[src/rtl/pci_lat_pkg.sv]
package pci_lat_pkg;

  // Initial duration field width and the asynchronous-mode offset
  localparam int unsigned INIT_W    = 5;
  localparam int unsigned SUBS_W    = 4;
  localparam int unsigned ASYNC_ADD = 14;
  localparam int unsigned MIN_INIT  = 2;

  // Bus ownership state seen by the timers
  typedef enum logic {
    BUS_IDLE = 1'b0,
    BUS_BUSY = 1'b1
  } bus_state_e;

endpackage

[src/rtl/lat_init_timer.sv]
module lat_init_timer #(
  parameter int unsigned CW = 6
) (
  input  logic          clk,
  input  logic          rst,
  input  logic          start,
  input  logic          abort,
  input  logic          dis,
  input  logic          resp,
  input  logic          ready,
  input  logic [CW-1:0] limit,
  output logic          retry
);

  logic          run;
  logic [CW-1:0] cnt;
  logic [CW-1:0] lim_q;

  always_ff @(posedge clk) begin
    if (rst) begin
      run   <= 1'b0;
      cnt   <= '0;
      lim_q <= '0;
      retry <= 1'b0;
    end else begin
      retry <= 1'b0;
      if (start && !dis) begin
        run   <= 1'b1;
        cnt   <= CW'(1);
        lim_q <= limit;
      end else if (run) begin
        // priority: disable, abort, target response, data ready, limit
        if (dis || abort || resp || ready) begin
          run <= 1'b0;
        end else if (cnt == lim_q) begin
          retry <= 1'b1;
          run   <= 1'b0;
        end else begin
          cnt <= cnt + 1'b1;
        end
      end
    end
  end

endmodule

[src/rtl/lat_subs_timer.sv]
module lat_subs_timer #(
  parameter int unsigned SW = 4
) (
  input  logic          clk,
  input  logic          rst,
  input  logic          clear,
  input  logic          enable,
  input  logic          phase_done,
  input  logic          tgt_wait,
  input  logic [SW-1:0] limit,
  output logic          disc
);

  logic          armed;
  logic [SW-1:0] cnt;
  logic [SW-1:0] cnt_nx;

  assign cnt_nx = cnt + 1'b1;

  always_ff @(posedge clk) begin
    if (rst || clear) begin
      armed <= 1'b0;
      cnt   <= '0;
      disc  <= 1'b0;
    end else begin
      disc <= 1'b0;
      if (phase_done && enable && (limit != '0)) begin
        armed <= 1'b1;
        cnt   <= '0;
      end else if (armed && tgt_wait) begin
        cnt <= cnt_nx;
        if (cnt_nx == limit) begin
          disc  <= 1'b1;
          armed <= 1'b0;
        end
      end
    end
  end

endmodule

[src/rtl/pci_tgt_lat_timer.sv]
module pci_tgt_lat_timer
  import pci_lat_pkg::*;
#(
  parameter int unsigned IW   = INIT_W,
  parameter int unsigned SW   = SUBS_W,
  parameter int unsigned AOFS = ASYNC_ADD,
  parameter int unsigned MINL = MIN_INIT
) (
  input  logic          clk,
  input  logic          rst,
  input  logic          frame_act,
  input  logic          irdy_act,
  input  logic          trdy_act,
  input  logic          stop_act,
  input  logic          is_read,
  input  logic          data_ready,
  input  logic [IW-1:0] init_dur,
  input  logic [SW-1:0] subs_dur,
  input  logic          async_mode,
  input  logic          init_tmr_dis,
  output logic          retry_req,
  output logic          disc_req
);

  localparam int unsigned MAXL = (1 << IW) - 1 + AOFS;
  localparam int unsigned CW   = $clog2(MAXL + 1);

  bus_state_e    bus_q;
  logic          rd_q;
  logic          start;
  logic          txn_end;
  logic [CW-1:0] base_lim;
  logic [CW-1:0] init_lim;

  assign start   = frame_act && (bus_q == BUS_IDLE);
  assign txn_end = (bus_q == BUS_BUSY) && !frame_act && !irdy_act;

  always_ff @(posedge clk) begin
    if (rst) begin
      bus_q <= BUS_IDLE;
      rd_q  <= 1'b0;
    end else if (start) begin
      bus_q <= BUS_BUSY;
      rd_q  <= is_read;
    end else if (txn_end) begin
      bus_q <= BUS_IDLE;
      rd_q  <= 1'b0;
    end
  end

  // clamp to the two-clock floor, then add the mode offset
  always_comb begin
    base_lim = CW'(init_dur);
    if (init_dur < IW'(MINL)) base_lim = CW'(MINL);
    init_lim = async_mode ? (base_lim + CW'(AOFS)) : base_lim;
  end

  lat_init_timer #(.CW(CW)) u_init (
    .clk   (clk),
    .rst   (rst),
    .start (start),
    .abort (txn_end),
    .dis   (init_tmr_dis),
    .resp  (trdy_act || stop_act),
    .ready (data_ready),
    .limit (init_lim),
    .retry (retry_req)
  );

  lat_subs_timer #(.SW(SW)) u_subs (
    .clk        (clk),
    .rst        (rst),
    .clear      (txn_end),
    .enable     (rd_q),
    .phase_done (irdy_act && trdy_act),
    .tgt_wait   (!trdy_act),
    .limit      (subs_dur),
    .disc       (disc_req)
  );

endmodule

[config.mk]
export PLATFORM = sky130hd
export DESIGN_NAME = pci_tgt_lat_timer
export DESIGN_NICKNAME = d
export VERILOG_FILES = /design/src/rtl/pci_lat_pkg.sv /design/src/rtl/lat_init_timer.sv /design/src/rtl/lat_subs_timer.sv /design/src/rtl/pci_tgt_lat_timer.sv
export SDC_FILE = /design/constraint.sdc
export NUM_CORES = 1
export LEC_CHECK = 0
export CAP_MARGIN = 20
export CORE_UTILIZATION = 46
export DETAILED_ROUTE_END_ITERATION = 10
export PLACE_DENSITY = 0.74
export SYNTH_ARGS = -nofsm -noshare
export SYNTH_HDL_FRONTEND = slang
export SYNTH_SLANG_ARGS = --single-unit
[constraint.sdc]
create_clock -name clk -period 1.35 [get_ports clk]
set_input_delay 0.2025 -clock clk [delete_from_list [all_inputs] [get_ports clk]]
set_output_delay 0.2025 -clock clk [all_outputs]
set_load 0.03 [all_outputs]
==> results of run 1 <==
[worst max path at each step]
stage,from,to,slack [ps],cells after the start
2_1_floorplan,u_init.lim_q[0]$_SDFFE_PP0P_,u_init.cnt[0]$_SDFFE_PP0P_,-30,4
3_3_place_gp,init_tmr_dis,u_init.cnt[5]$_SDFFE_PP0P_,-470,5
3_5_place_dp,init_tmr_dis,u_init.cnt[5]$_SDFFE_PP0P_,-510,5
4_1_cts,u_init.lim_q[0]$_SDFFE_PP0P_,u_init.cnt[5]$_SDFFE_PP0P_,-120,5
5_1_grt,u_init.lim_q[3]$_SDFFE_PP0P_,u_init.cnt[5]$_SDFFE_PP0P_,-180,4
6_report,bus_q$_SDFFE_PP0P_,u_init.cnt[0]$_SDFFE_PP0P_,-100,5
[power groups by stage]
stage / combinational [mW] / sequential (mW) / clock (mW)
after global routing: 0.352 / 0.687 / 0.555
after global placement: 0.279 / 0.696 / 0
final: 0.330 / 0.685 / 0.533
after detailed placement: 0.292 / 0.697 / 0
after CTS: 0.312 / 0.684 / 0.535
after floorplan: 0.130 / 0.695 / 0
[cells by family (layout without fill, tap and decap cells)]
group | after synthesis | after routing
AO/OA/AOI/OAI | 19 | 19
XOR/XNOR | 17 | 17
adder cells (fa/ha/maj) | 3 | 3
buffers and inverters | 6 | 62
flip-flops | 22 | 22
multiplexers | 8 | 8
AND/OR/NAND/NOR | 58 | 58
[through the flow]
step | area, µm² | hold WS (ps) | power [mW]
after global routing | 1910 | 413 | 1.59
final | 1910 | 359 | 1.55
after detailed placement | 1710 | 453 | 0.989
after CTS | 1820 | 404 | 1.53
after floorplan | 1250 | 271 | 0.826
after global placement | 1710 | 454 | 0.975
[flip-flops by register name, summed over array words and instances, names as in the netlist]
name and cells:
bus_q 1, rd_q 1, u_init.cnt 6, u_init.lim_q 6
u_init.retry 1, u_init.run 1, u_subs.armed 1, u_subs.cnt 4
u_subs.disc 1
[area by class of cell]
| type | instances | area (µm²) | area share [%] |
|---|---|---|---|
| Sequential cell | 22 | 453 | 23.7 |
| Tap cell | 30 | 37.5 | 1.97 |
| Inverter | 3 | 11.3 | 0.590 |
| Multi-Input combinational cell | 105 | 881 | 46.1 |
| Timing Repair Buffer | 55 | 474 | 24.8 |
| Clock inverter | 1 | 30.0 | 1.57 |
| Clock buffer | 3 | 22.5 | 1.18 |
[synth_stat cells]
library cell | instances | area share (%)
o31ai_1 | 1 | 0.62
clkbuf_1 | 2 | 0.62
nand4_1 | 3 | 1.5
nor2b_1 | 3 | 1.5
buf_2 | 1 | 0.41
mux2i_1 | 8 | 6.6
ha_1 | 3 | 3.1
o211ai_1 | 1 | 0.62
or3_1 | 3 | 1.5
nor3_1 | 1 | 0.41
or3b_1 | 2 | 1.4
o2111ai_1 | 1 | 0.72
and3_1 | 2 | 1.0
a21oi_1 | 6 | 2.5
dfxtp_1 | 22 | 36
a211oi_1 | 3 | 1.8
a2111oi_2 | 2 | 2.5
nand3_1 | 5 | 2.1
xnor2_1 | 5 | 3.6
o21ai_0 | 1 | 0.41
a211oi_2 | 1 | 1.0
nor3b_1 | 1 | 0.62
o21ba_1 | 1 | 0.82
xor2_1 | 12 | 8.6
o311ai_0 | 1 | 0.72
inv_1 | 3 | 0.92
nor4_4 | 2 | 3.5
nand3_4 | 1 | 1.4
nor2_1 | 14 | 4.3
nand3b_1 | 2 | 1.2
nor4_1 | 3 | 1.5
nor2_2 | 1 | 0.51
nand2_1 | 14 | 4.3
nand2b_1 | 1 | 0.51
o211a_1 | 1 | 0.82
[metal layers]
metal / vias up / part of all wire [%] / routed length (µm)
met5: - / 0 / 0
met4: 0 / 0.75 / 25
met3: 5 / 2.1 / 69
met2: 24 / 53 / 1750
met1: 563 / 44 / 1470
li1: 585 / - / -
[worst max-delay path, cell delays in order, from the launching register on]
cell	delay, ps
dfxtp_2	380
or3b_4	420
nand3_4	140
buf_6	140
a211oi_2	50
a2111oi_2	220
[what timing repair did]
item,4_1_cts,5_1_grt
setup buffers,3,2
pin swaps,8,10
resized for setup,22,20
endpoints found under the hold margin,0,0
endpoints found under the setup margin,16,16
==> metrics.cfg, run 1 <==
[layout]
mostFrequentLayoutCell=buf_4
final_cell_mix=buf_4 (32), nand2_1 (14), nor2_1 (13), dfxtp_1 (12), dfxtp_2 (10)
fin_cells=219
syn_to_final_growth_pct=56.7
drive_gt1_share_pct=38.6
antenna_cells=0
fillers=190
layout.nets=212
final_util_pct=76.4

[synthesis]
synth-seq-cells=22
ys_types=35
synth_fa_ha_area_share_pct=3.08
yosysWarnings=0
syn_nets=155
ys_seq_area_share_pct=36.1
synth_area_um2=1220
netlist_instances=133
synth-compound-area-share_pct=12.5
synth-xor-area-share_pct=12.2
synth_top_family_by_area=simple AND/OR/NAND/NOR gates
syn_avg_cell_area_um2=9.16
synth_simple_gate_area_share_pct=27.5
synth_mux_area_share_pct=6.57

[routing]
post_drt_wl_per_cell_um=15.1
routed_via_density=5.37
drc=0
drt-total-wl_um=3320
drt_first_pass_iters=4
num_vias=1177
ant_nets=0
initialDrtViolationCount=14

[critical_path]
reg2reg_depth=5
critical_path_required_ps=1580
r2r_end=u_init.cnt[0]$_SDFFE_PP0P_
crit_path_end_kind=flop
cp.arrival_ps=1680
start_kind=flop
cp_max_fo=4
regToRegSetupSlack_ps=-100
crit_type=reg -> reg
rr_startpoint=bus_q$_SDFFE_PP0P_

[global_routing]
use_met3_pct=4.89
grt_overflow=0
use_met1_pct=27.0
grt_max_degree=14
grtUsageTotal_pct=23.7
antenna_found_initial=0
grt_pass1_wl_um=4880
grt_pass1_vias=1149
met2_usage_pct=43.1
top_usage_layer=met2

[sta]
timing.final.crit_share_pct=107
setup_viol=7
rsz0062_at_grt=yes
fin_worst_skew_ps=5.96
setup_ws_ps=-101
finalHoldViolations=0
relSlewSlack_pct=72.2
fin_tns_setup_ps=-350
period_minus_slack_ps=1450
clock.fmax_ghz=0.689
worstMarginPinSlew_ps=413
finalMaxSlewViolations=0

[floorplanning]
fp.dieH_um=53.5
dieArea_um2=2860
fp-row-count=18
die_w_um=53.5
start_util_pct=48.7
core_area_um2=2500
pin_count=21

[clocking]
numClockSinks=22
ctsHoldBuffers=0
numCtsBuffers=3
cts_max_path_buffers=2
htreeDepth=1
clk_pin_slew_ps=140
cts_tree=built
ctsRootBufferMaster=clkbuf_4
clk_latency_ps=330

[run_status]
violations=negative setup slack
status=finished with violations

[min_path]
hp-start=init_dur[2]
min_path_cells=4
hold_class=in -> reg
min_to=u_init.lim_q[0]$_SDFFE_PP0P_

[pwr]
seqPwrFrac_pct=44.3
clkPwrFrac_pct=34.4
sw_frac_of_total_pct=26.2
powerDensity_nw_per_um2=811
irDropWorstVdd_mv=1.03
p_leak_nw=0.800
internal-power_mw=1.14
p_switching_uw=406
share_comb_of_total_power_pct=21.3

[place]
place_hpwl_um=2310
globalplace.congestion=0.809
io_buffers=20
dpl_worst_slack_ps=-513
dp_cells=211

[run]
maxCapViolations=0

Note: power is estimated with default switching activity, not from simulation.
==> run 2: changes to the inputs <==
--- a/config.mk
+++ b/config.mk
@@ -6,9 +6,10 @@
 export NUM_CORES = 1
 export LEC_CHECK = 0
 export CAP_MARGIN = 20
-export CORE_UTILIZATION = 46
+export CORE_MARGIN = 3
+export CORE_UTILIZATION = 45
 export DETAILED_ROUTE_END_ITERATION = 10
-export PLACE_DENSITY = 0.74
+export PLACE_DENSITY = 0.72
 export SYNTH_ARGS = -nofsm -noshare
 export SYNTH_HDL_FRONTEND = slang
 export SYNTH_SLANG_ARGS = --single-unit
==> run 2 against run 1 <==
Against the previous run: the run still ends with negative setup slack left; combinational power fell by 5%; critical path depth did not move; clock skew rose by 8.9 ps; wire length fell by 8.7%; cell area fell by 1.2%; register-to-register slack improved by 50 ps; sequential power barely moved; first-iteration DRC count rose to 3.6 times the previous value.
==> metrics.cfg, run 2 (synthesis results as in run 1) <==
[clocking]
numClockSinks=22  ; unchanged
ctsHoldBuffers=0  ; unchanged
htreeDepth=1  ; unchanged
numCtsBuffers=3  ; unchanged
ctsRootBufferMaster=clkbuf_4
cts_max_path_buffers=2  ; unchanged
clk_pin_slew_ps=140  ; about the same
clk_latency_ps=320  ; about the same
cts_tree=built

[sta]
period_minus_slack_ps=1410  ; -45.3 ps
timing.final.crit_share_pct=104  ; -3.4 points
finalMaxSlewViolations=0  ; unchanged
relSlewSlack_pct=67.5  ; -4.7 points
clock.fmax_ghz=0.712  ; +3.2%
setup_ws_ps=-55.5  ; +45.3 ps
setup_viol=7  ; unchanged
worstMarginPinSlew_ps=483  ; +69.5 ps
finalHoldViolations=0  ; unchanged
fin_worst_skew_ps=14.9  ; +8.92 ps
rsz0062_at_grt=yes

[routing]
initialDrtViolationCount=51  ; +37
drc=0  ; unchanged
routed_via_density=5.45  ; +1.4%
drt-total-wl_um=3030  ; -8.7%
ant_nets=0  ; unchanged
post_drt_wl_per_cell_um=13.9  ; -7.9%
drt_first_pass_iters=4  ; unchanged
num_vias=1183  ; +0.51%

[layout]
final_area_um2=1890  ; -1.2%
layout.nets=210  ; -0.94%
antenna_cells=0  ; unchanged
drive_gt1_share_pct=38.5  ; -0.12 points
mostFrequentLayoutCell=buf_4
final_util_pct=74.8  ; -1.6 points
top_regs=u_init.cnt (6), u_init.lim_q (6), u_subs.cnt (4)
fillers=187  ; -1.6%
final_cell_mix=buf_4 (31), nand2_1 (14), nor2_1 (13), clkdlybuf4s50_1 (11)
syn_to_final_growth_pct=54.8

[place]
io_buffers=20  ; unchanged
dpl-instance-area_um2=1690  ; -0.88%
globalplace.congestion=0.796  ; -1.6%
place_hpwl_um=2080  ; -10%

[critical_path]
cp.arrival_ps=1610  ; -70 ps
crit_path_end_kind=flop
crit_type=reg -> reg
cp_max_fo=4  ; unchanged
critical_path_required_ps=1560  ; -20 ps
start_kind=flop

[global_routing]
grt_overflow=0  ; unchanged
grtUsageTotal_pct=18.1  ; -5.6 points
grt_pass1_vias=1126  ; -2.0%
grt_pass1_wl_um=4820  ; -1.1%
grt_max_degree=14  ; unchanged
antenna_found_initial=0  ; unchanged

[floorplanning]
start_util_pct=48.3  ; -0.44 points
die_w_um=58.0  ; +8.5%
fp.dieH_um=58.0  ; +8.5%
core_area_um2=2520  ; +0.90%
pin_count=21  ; unchanged
fp-row-count=18  ; unchanged
dieArea_um2=3370  ; +18%

[run_status]
violations=negative setup slack
status=finished with violations

[pwr]
power_mw=1.52  ; -2.1%
powerDensity_nw_per_um2=803  ; -0.93%
p_leak_nw=0.769  ; -3.8%
irDropWorstVdd_mv=0.780  ; -24%

[min_path]
hold_class=in -> reg

[run]
maxCapViolations=0  ; unchanged

==> run 2: cell types whose count changed in the layout (fill, tap and decap cells not counted), sizes merged <==
cell	change
buf	-2
clkdlybuf4s15	-2
clkdlybuf4s50	+2
dlygate4sd2	+2
dlymetal6s2s	-2
==> run 2: worst max-delay path: stages (launching register included) <==
cell       delay, ps
dfxtp_4          390
or3b_4           410
nand3_4          110
buf_6            140
a211oi_2          50
a2111oi_2        200
==> run 2: power by group <==
group          total, mW  internal [mW]  leakage, nW  switching [mW]
Combinational      0.313          0.166        0.557           0.148
Clock              0.518          0.300       0.0279           0.218
Sequential         0.684          0.667        0.185          0.0170
==> run 2: path summary, 6_finish.rpt <==
path                                      from                      endpoint  slack, ps  depth (start not counted)
setup / recovery            bus_q$_SDFFE_PP0P_    u_init.cnt[0]$_SDFFE_PP0P_        -60                          5
setup reg to reg            bus_q$_SDFFE_PP0P_    u_init.cnt[0]$_SDFFE_PP0P_        -60                          5
hold / removal                    init_tmr_dis    u_init.cnt[5]$_SDFFE_PP0P_        440                          5
hold reg to reg   u_init.lim_q[4]$_SDFFE_PP0P_  u_init.lim_q[4]$_SDFFE_PP0P_        490                          2
==> run 2: layout make-up <==
type                            count  area, µm²  share of cell area [%]
Multi-Input combinational cell    105        877                    46.5
Sequential cell                    22        460                    24.4
Timing Repair Buffer               53        448                    23.7
Tap cell                           30       37.5                    1.99
Clock inverter                      1       30.0                    1.59
Clock buffer                        3       22.5                    1.19
Inverter                            3       11.3                   0.597
==> run 2: routing by layer <==
metal,GRT usage (%),wire (µm)
met1,21.4,1230
met2,32.7,1590
met3,2.67,129
met4,6.62,76
met5,0,0
==> run 2: what timing repair did <==
| action | in CTS | in global routing |
|---|---|---|
| gates cloned | 0 | 0 |
| setup buffers | 1 | 3 |
| pin swaps | 8 | 12 |
| endpoints found under the setup margin | 16 | 12 |
| gates resized for setup | 26 | 13 |
==> run 2: stage by stage <==
stage | TNS, ps | hold WS [ps] | cells | worst slack, ps
after floorplan | -42.5 | 271 | 133 | -25.5
after global placement | -6590 | 457 | 209 | -471
after detailed placement | -7060 | 467 | 209 | -509
after CTS | -192 | 459 | 214 | -81.9
after global routing | -703 | 452 | 217 | -98.1
final | -167 | 445 | 217 | -55.5
==> run 3: changes to the inputs <==
--- a/config.mk
+++ b/config.mk
@@ -6,10 +6,12 @@
 export NUM_CORES = 1
 export LEC_CHECK = 0
 export CAP_MARGIN = 20
+export CELL_PAD_IN_SITES_DETAIL_PLACEMENT = 0
+export CELL_PAD_IN_SITES_GLOBAL_PLACEMENT = 1
 export CORE_MARGIN = 3
-export CORE_UTILIZATION = 45
+export CORE_UTILIZATION = 35
 export DETAILED_ROUTE_END_ITERATION = 10
-export PLACE_DENSITY = 0.72
+export PLACE_DENSITY_LB_ADDON = 0.1
 export SYNTH_ARGS = -nofsm -noshare
 export SYNTH_HDL_FRONTEND = slang
 export SYNTH_SLANG_ARGS = --single-unit
==> run 3 against run 2 <==
Against the previous run: the flow still finishes with violations (negative setup slack); worst hold slack lost 18 ps; fmax is essentially flat; count of clock-buffer cells in the layout is the same; global-route usage shrank 3.2 points; wire length shrank 6.0%; sequential power is essentially flat; critical path depth grew 1; final cell count grew 4.6%; power shrank 16%; core utilization shrank 17 points; clock power shrank 44%; via count shrank 6.8%.
==> metrics.cfg, run 3 (synthesis results as in run 1) <==
[layout]
final_util_pct=58.1  ; -17 points
final_cell_mix=buf_4 (28), nand2_1 (14), nor2_1 (13), clkdlybuf4s50_1 (11)
fillers=324  ; +73%
mostFrequentLayoutCell=buf_4
syn_to_final_growth_pct=51.4
top_regs=u_init.cnt (6), u_init.lim_q (6), u_subs.cnt (4)
fin_cells=227  ; +4.6%
layout.nets=207  ; -1.4%
drive_gt1_share_pct=35.5  ; -3.0 points
antenna_cells=0  ; unchanged

[routing]
num_vias=1103  ; -6.8%
initialDrtViolationCount=37  ; -27%
ant_nets=0  ; unchanged
drt_first_pass_iters=4  ; unchanged
drc=0  ; unchanged
routed_via_density=4.86  ; -11%
drt-total-wl_um=2840  ; -6.0%
post_drt_wl_per_cell_um=12.5  ; -10%

[floorplanning]
dieArea_um2=4230  ; +25%
die_w_um=65.0  ; +12%
start_util_pct=38.3  ; -10 points
core_area_um2=3180  ; +26%
pin_count=21  ; unchanged
fp.dieH_um=65.0  ; +12%
fp-row-count=20  ; +2

[critical_path]
r2r_end=u_init.cnt[2]$_SDFFE_PP0P_
crit_type=reg -> reg
rr_startpoint=u_init.lim_q[0]$_SDFFE_PP0P_
regToRegSetupSlack_ps=-60  ; about the same
crit_path_end_kind=flop
cp.arrival_ps=1610  ; about the same
cp_max_fo=8  ; +4
reg2reg_depth=6  ; +1
critical_path_required_ps=1550  ; about the same
start_kind=flop
crit_path_start=u_init.lim_q[0]$_SDFFE_PP0P_

[global_routing]
grt_pass1_vias=1068  ; -5.2%
grt_overflow=0  ; unchanged
grt_pass1_wl_um=4930  ; +2.1%
grt_max_degree=13  ; -1
grtUsageTotal_pct=14.9  ; -3.2 points
antenna_found_initial=0  ; unchanged

[pwr]
irDropWorstVdd_mv=0.566  ; -27%
power_mw=1.28  ; -16%
powerDensity_nw_per_um2=692  ; -14%
p_leak_nw=0.753  ; -2.2%

[place]
dp_cells=221  ; +5.7%
globalplace.congestion=0.782  ; -1.8%
place_hpwl_um=2190  ; +5.4%
io_buffers=20  ; unchanged

[sta]
timing.final.crit_share_pct=104  ; about the same
setup_viol=5  ; -2
rsz0062_at_grt=yes
relSlewSlack_pct=70.6  ; +3.1 points
finalHoldViolations=0  ; unchanged
hold_slack_ps=426  ; -18.5 ps
setup_ws_ps=-55.8  ; -0.325 ps
finalMaxSlewViolations=0  ; unchanged
fin_worst_skew_ps=8.05  ; -6.82 ps
worstMarginPinSlew_ps=436  ; -46.3 ps
clock.fmax_ghz=0.711  ; about the same
period_minus_slack_ps=1410  ; +0.325 ps

[clocking]
ctsRootBufferMaster=clkbuf_4
cts_max_path_buffers=2  ; unchanged
cts_tree=built
numCtsBuffers=3  ; unchanged
clk_pin_slew_ps=120  ; -20 ps
htreeDepth=1  ; unchanged
clk_latency_ps=300  ; -20 ps
numClockSinks=22  ; unchanged

[run]
maxCapViolations=0  ; unchanged

[min_path]
hold_class=in -> reg
hp-start=init_tmr_dis
min_to=u_init.cnt[0]$_SDFFE_PP0P_
min_path_cells=4  ; -1

[run_status]
status=finished with violations
violations=negative setup slack

## run 3: changes by cell type in the layout (fill, tap and decap cells not counted), sizes merged
cell,previous run,this run
buf,33,30
bufinv,1,0
## run 3: stage by stage
stage / area [µm²] / setup TNS (ps) / setup slack [ps]
after global placement: 1690 / -6990 / -471
final: 1850 / -200 / -55.8
after CTS: 1780 / -175 / -54.7
after floorplan: 1250 / -42.5 / -25.5
after detailed placement: 1690 / -7310 / -535
after global routing: 1850 / -795 / -153
## run 3: worst max-delay path by stage
stage	end	slack (ps)	cells after the start
floorplan	u_init.cnt[0]$_SDFFE_PP0P_	-30	4
global placement	u_init.cnt[5]$_SDFFE_PP0P_	-470	5
detailed placement	u_init.cnt[5]$_SDFFE_PP0P_	-530	5
CTS	u_init.cnt[0]$_SDFFE_PP0P_	-50	5
global route	u_init.cnt[3]$_SDFFE_PP0P_	-150	5
finish	u_init.cnt[2]$_SDFFE_PP0P_	-60	6
## run 3: per-layer routing
| layer | wire length (µm) | share of wire, % | vias to the layer above | global-route usage [%] |
|---|---|---|---|---|
| met5 | 0 | 0 | - | 0 |
| met4 | 32 | 1.1 | 0 | 2.37 |
| met3 | 162 | 5.7 | 4 | 5.20 |
| met2 | 1380 | 48 | 25 | 24.5 |
| met1 | 1270 | 45 | 499 | 18.9 |
| li1 | - | - | 575 | - |
## run 3: layout make-up
type                       count  area, µm²  area share [%]
inverter                       3       11.3           0.610
multi-input combinational    105        871            47.2
tap                           44       55.1            2.98
clock buffer                   3       22.5            1.22
timing repair buffer          50        425            23.1
sequential                    22        460            24.9
## run 3: report_power, final
| part | total, mW | switching (mW) | internal, mW |
|---|---|---|---|
| combinational | 0.306 | 0.142 | 0.164 |
| sequential | 0.683 | 0.0177 | 0.665 |
| clock | 0.289 | 0.185 | 0.104 |
## run 3: worst max-delay path, cell delays in order, from the launching register on
cell and delay (ps):
dfxtp_2 350, xor2_2 180, nor4_4 290, buf_6 180, buf_4 130, a21oi_4 50
mux2i_1 120
## run 3: what timing repair did
item / CTS / global route
resized for setup: 26 / 12
buffers inserted: 1 / 2
pin swaps: 10 / 6
gates cloned: 0 / 0
hold buffers: 0 / 0
endpoints found under the setup margin: 17 / 10
